`src/rtl/mac_readout_pkg.sv`:
```
package mac_readout_pkg;
    typedef enum logic [1:0] {
        FMT_FRAC = 2'd0,
        FMT_SINT = 2'd1,
        FMT_UINT = 2'd2,
        FMT_RSVD = 2'd3
    } fmt_e;
endpackage

```
`src/rtl/mac_round_shift.sv`:
```
// Arithmetic right shift by SHIFT with optional round-half-to-even.
module mac_round_shift #(
    parameter int W     = 64,
    parameter int SHIFT = 8
) (
    input  logic [W-1:0] val_i,
    input  logic         rnd_en_i,
    output logic [W-1:0] val_o
);
    localparam logic [SHIFT-1:0] HALF = {1'b1, {(SHIFT-1){1'b0}}};

    logic [W-1:0]     shifted;
    logic [SHIFT-1:0] rem;
    logic             bump;

    always_comb begin
        shifted = W'($signed(val_i) >>> SHIFT);
        rem     = val_i[SHIFT-1:0];
        bump    = rnd_en_i && ((rem > HALF) || ((rem == HALF) && shifted[0]));
        val_o   = shifted + {{(W-1){1'b0}}, bump};
    end
endmodule

```
`src/rtl/mac_sat_clamp.sv`:
```
// Narrows a signed value to OUT_W bits; saturates by sign when enabled.
module mac_sat_clamp #(
    parameter int IN_W  = 64,
    parameter int OUT_W = 32
) (
    input  logic [IN_W-1:0]  val_i,
    input  logic             sat_en_i,
    output logic [OUT_W-1:0] val_o
);
    localparam int TOP_W = IN_W - OUT_W + 1;
    localparam logic [OUT_W-1:0] POS_LIM = {1'b0, {(OUT_W-1){1'b1}}};
    localparam logic [OUT_W-1:0] NEG_LIM = {1'b1, {(OUT_W-1){1'b0}}};

    logic [TOP_W-1:0] top;
    logic             fits;

    always_comb begin
        top  = val_i[IN_W-1:OUT_W-1];
        fits = (top == '0) || (top == '1);
        if (sat_en_i && !fits) begin
            val_o = val_i[IN_W-1] ? NEG_LIM : POS_LIM;
        end else begin
            val_o = val_i[OUT_W-1:0];
        end
    end
endmodule

```
`src/rtl/mac_readout_fmt.sv`:
```
module mac_readout_fmt
    import mac_readout_pkg::*;
#(
    parameter int ACC_W    = 64,
    parameter int RES_W    = 32,
    parameter int SU_SHIFT = 24,
    parameter int RT_SHIFT = 8,
    parameter bit OUT_REG  = 1'b1
) (
    input  logic             clk,
    input  logic             rst_n,
    input  logic [ACC_W-1:0] acc_in,
    input  logic             su,
    input  logic             rt,
    input  logic             omc,
    input  logic [1:0]       fmt,
    output logic [RES_W-1:0] result
);
    localparam int HALF_W = RES_W / 2;

    typedef struct packed {
        logic [RES_W-1:0] result;
    } state_t;

    state_t           st_d, st_q;
    logic [ACC_W-1:0] su_rounded, rt_rounded;
    logic [HALF_W-1:0] half_res;
    logic [RES_W-1:0] word_res, sint_res, uint_res;

    mac_round_shift #(.W(ACC_W), .SHIFT(SU_SHIFT)) u_su_round (
        .val_i(acc_in), .rnd_en_i(1'b1), .val_o(su_rounded)
    );

    mac_round_shift #(.W(ACC_W), .SHIFT(RT_SHIFT)) u_rt_round (
        .val_i(acc_in), .rnd_en_i(rt), .val_o(rt_rounded)
    );

    mac_sat_clamp #(.IN_W(ACC_W), .OUT_W(HALF_W)) u_half_sat (
        .val_i(su_rounded), .sat_en_i(omc), .val_o(half_res)
    );

    mac_sat_clamp #(.IN_W(ACC_W), .OUT_W(RES_W)) u_word_sat (
        .val_i(rt_rounded), .sat_en_i(omc), .val_o(word_res)
    );

    mac_sat_clamp #(.IN_W(ACC_W), .OUT_W(RES_W)) u_sint_sat (
        .val_i(acc_in), .sat_en_i(1'b1), .val_o(sint_res)
    );

    assign uint_res = (acc_in[ACC_W-1:RES_W] == '0) ? acc_in[RES_W-1:0] : '1;

    always_comb begin
        st_d = '0;
        case (fmt_e'(fmt))
            FMT_FRAC: begin
                if (su) begin
                    st_d.result = {{(RES_W-HALF_W){1'b0}}, half_res};
                end else begin
                    st_d.result = word_res;
                end
            end
            FMT_SINT: st_d.result = sint_res;
            FMT_UINT: st_d.result = uint_res;
            default:  st_d.result = '0;
        endcase
    end

    generate
        if (OUT_REG) begin : g_reg
            always_ff @(posedge clk or negedge rst_n) begin
                if (!rst_n) begin
                    st_q <= '0;
                end else begin
                    st_q <= st_d;
                end
            end
            assign result = st_q.result;
        end else begin : g_comb
            assign st_q   = st_d;
            assign result = st_d.result;
        end
    endgenerate
endmodule

```
`config.mk`:
```
export PLATFORM = sky130hd
export DESIGN_NAME = mac_readout_fmt
export DESIGN_NICKNAME = d
export VERILOG_FILES = /design/src/rtl/mac_readout_pkg.sv /design/src/rtl/mac_round_shift.sv /design/src/rtl/mac_sat_clamp.sv /design/src/rtl/mac_readout_fmt.sv
export SDC_FILE = /design/constraint.sdc
export NUM_CORES = 1
export LEC_CHECK = 0
export BUFFER_PORTS_ARGS = -buffer_cell sky130_fd_sc_hd__buf_2
export CAP_MARGIN = 15
export CELL_PAD_IN_SITES_DETAIL_PLACEMENT = 0
export CELL_PAD_IN_SITES_GLOBAL_PLACEMENT = 1
export CORE_ASPECT_RATIO = 1.1
export CORE_UTILIZATION = 40
export CTS_CLUSTER_DIAMETER = 60
export DETAILED_ROUTE_END_ITERATION = 7
export PLACE_DENSITY_LB_ADDON = 0.1
export SYNTH_ARGS = -nofsm -noshare
export SYNTH_HDL_FRONTEND = slang
export SYNTH_SLANG_ARGS = --single-unit
```
`constraint.sdc`:
```
create_clock -name clk -period 1.5 [get_ports clk]
set_clock_uncertainty 0.1 [all_clocks]
set_input_delay 0.375 -clock clk [delete_from_list [all_inputs] [get_ports clk]]
set_output_delay 0.375 -clock clk [all_outputs]
set_load 0.03 [all_outputs]
```
==> results by group <==
Power
  – Net Sw Frac: a little over a third
  – PD cells: between 400 and 500 nW/um2
  – Leakage: about 3.2 nW
  – Internal power: around 0.0024 W
  – Clk pwr share: between 30% and 40%
  – NetSw: ~0.0014 W
  – Comb power frac: between 40% and 50%
  – Largest vdd supply drop: 0.724 mV
  – Register share of total power: 25.4%
  – Pwr Total: roughly 0.0039 W

Synth
  – Mux cell area share after synthesis: between 1 and 1.5%
  – Synth Area in XOR/XNOR: roughly 15%
  – Adder-Cell Fraction of Synth Area: roughly 1.1%
  – Register area share after synthesis: about 18%
  – Async set-reset flop share out of synthesis: 100%
  – Synth Area in Simple Gates: a little under two fifths
  – Syn_area_per_cell: 7.07 um2
  – Largest family of logic cells by synthesized area: simple AND/OR/NAND/NOR gates
  – Syn nets: 707
  – Post-Synthesis Cell Area: 4470 um2
  – Post-synthesis instance total: around 630
  – Yosys warnings: 0
  – Number of synthesized flops with an enable pin: 0
  – Synth Register Bits: 32
  – Post-synthesis compound-gate area fraction: 19.7%
  – Unique masters post-synth: 63
  – Synth Flop Type: dfrtp_1

Die
  – Initial core utilization: roughly 40%
  – Die area: ~12000 um2
  – Die width: 103 um
  – I/O Pins: between 100 and 150
  – Die Y: between 100 and 150 um
  – Core outline area: 10900 um2
  – # rows: 40

Clock tree
  – CTS root buffer: clkbuf_16
  – Clk sink count: 32
  – H-tree levels: 2
  – Clk slew on worst S/H paths: around 0.05 ns
  – Clk buf depth: 2
  – TritonCTS clock tree: yes
  – CTS Buf Count: 5

STA
  – Final Hold Vio Count: 0
  – Final setup violating endpoints: 32
  – Worst Tran Pin Value: approximately 0.82 ns
  – Maximum clock rate: between 200 and 300 MHz
  – Final min period: 3.69 ns
  – Pins Over Slew Limit: 0
  – Final period utilization: 246%
  – Setup slack after layout: -2.19 ns
  – Slew HR: a little under half
  – RSZ-0062 raised after global routing: true

Worst setup path
  – CP startpoint kind: primary input
  – Worst-path maximum fanout: 7
  – Worst path max stage delay: 0.38 ns
  – Buffers and inverters on the worst path: 3
  – WP data required: about 1.5 ns
  – CP top delay family: simple AND/OR/NAND/NOR gates
  – Critical-path cell list: buf_2 -> nor4_4 -> nand4_1 -> o21a_1 -> ha_4 -> ha_4 -> nand3_4 -> nor2_4 -> buf_6 -> nand2_4 -> mux2i_1 -> nand4_1 -> nor4b_2 -> and4_1 -> a21oi_4 -> a41oi_4 -> clkbuf_16 -> o2111ai_1
  – CP arrival: 3.73 ns
  – Crit end category: register
  – CP max stage cell: nor4_4
  – Critical path class: in -> reg

Finish
  – Area of the multi-input gates: approximately 4000 um2
  – Area delta synth->final: 72.7%
  – Commonest non-fill, non-tap cell in the layout: buf_4
  – Utilization after layout: 70.7%
  – Diodes inserted: 0
  – Nets: 1001
  – Layout cell share with drive strength beyond 1: between 40 and 50%
  – Seq. cell area: between 800 and 900 um2
  – Fillers: 876
  – Max FFs per register: 32
  – Most frequent cells in the layout: buf_4 (228), buf_2 (93), nand2_1 (62), xnor2_1 (52), nor2_1 (46)

Hold path
  – Hold Path Class: in -> async

Global routing
  – GRT Overall Usage: approximately 40%
  – Grt ovf: 0
  – Global-route wire length before repair: 34.8 mm
  – Number of global-route vias before repair: around 6500
  – Pin count of the biggest net entering global routing: 33
  – Initial antenna violation count: 0

Placement
  – DP HPWL: 17.5 mm
  – Routability Congestion: 1.12
  – Port-buffer cells: 102

Route
  – First-pass detailed-route iteration total: 5
  – Vias per std cell: between 6 and 7
  – ANT nets after route: 0
  – Total Wirelength: roughly 23 mm
  – Wire per inst: about 22 um
  – DR iter-0 viols: 478
  – Via count: roughly 6500
  – Drt drc: 0

Outcome
  – Outcome: finished, violations left
  – Failing checks: negative setup slack

Run
  – Max Cap Viol: 0
[through the flow]
step	instances	instance area [um2]	hold WS, ns	setup TNS (ns)	setup slack [ns]
after floorplan	632	4680	-0.0206	-58.85	-1.89
after global placement	1047	6820	0.311	-75.69	-2.46
after detailed placement	1047	6820	0.319	-74.98	-2.44
after CTS	1068	7440	0.0271	-64.00	-2.07
after global routing	1074	7720	0.0617	-74.98	-2.53
final	1074	7720	0.0136	-68.11	-2.19
[cells by family (layout without fill, tap and decap cells)]
family | after synthesis | after routing
DFF | 32 | 32
and+or+nand+nor | 303 | 303
adders and majority gates | 4 | 4
buffers and inverters | 74 | 369
muxes | 5 | 5
AOI/OAI and AO/OA | 137 | 137
xor gates and xnor gates | 77 | 77
[final cells by class]
| type | count | share of cell area (%) |
|---|---|---|
| multi-input combinational | 526 | 50.4 |
| clock inverter | 2 | 0.454 |
| clock buffer | 6 | 1.67 |
| inverter | 12 | 0.584 |
| timing repair buffer | 349 | 34.2 |
| sequential | 32 | 10.4 |
| tap | 147 | 2.38 |
[cells in the mapped netlist, drive strengths merged, types with 25 or more instances]
cell type  instances  area (um2)
nand2             63         236
xnor2             52         455
o21ai             50         250
nor2              49         184
nand4             40         272
nand3             35         175
buf               34         211
nor3              33         170
dfrtp             32         801
clkbuf            28         110
nor4              28         209
xor2              25         219
[what timing repair did]
| item | CTS | global route |
|---|---|---|
| endpoints found under the hold margin | 0 | 0 |
| pin swaps | 25 | 29 |
| buffers inserted | 11 | 6 |
| setup endpoints to repair | 32 | 32 |
| gates resized for setup | 65 | 34 |
| hold buffers | 0 | 0 |
| cloned | 2 | 2 |
[layer usage]
layer	wire length, um	global-route usage [%]
met1	7910	40.6
met2	11500	69.7
met3	1650	7.41
met4	2270	33.2
met5	0	0
[worst max-delay path by stage]
| stage | startpoint | end | slack, ns | cells after the start |
|---|---|---|---|---|
| final | acc_in[19] | result[8]$_DFF_PN0_ | -2.19 | 18 |
| after global routing | acc_in[12] | result[11]$_DFF_PN0_ | -2.53 | 18 |
| after CTS | acc_in[6] | result[5]$_DFF_PN0_ | -2.07 | 18 |
| after detailed placement | acc_in[24] | result[11]$_DFF_PN0_ | -2.44 | 16 |
| after global placement | acc_in[24] | result[13]$_DFF_PN0_ | -2.46 | 16 |
| after floorplan | acc_in[5] | result[11]$_DFF_PN0_ | -1.89 | 17 |
[power groups by stage]
| stage | clock network, W | registers (W) | logic [W] |
|---|---|---|---|
| 4_1_cts | 0.00116 | 0.000974 | 0.00160 |
| 6_report | 0.00116 | 0.000977 | 0.00171 |
| 2_1_floorplan | 0 | 0.00118 | 0.000586 |
| 3_5_place_dp | 0 | 0.000988 | 0.00148 |
| 5_1_grt | 0.00120 | 0.000986 | 0.00180 |
| 3_3_place_gp | 0 | 0.000986 | 0.00147 |
Note: power is estimated with default switching activity, not from simulation.
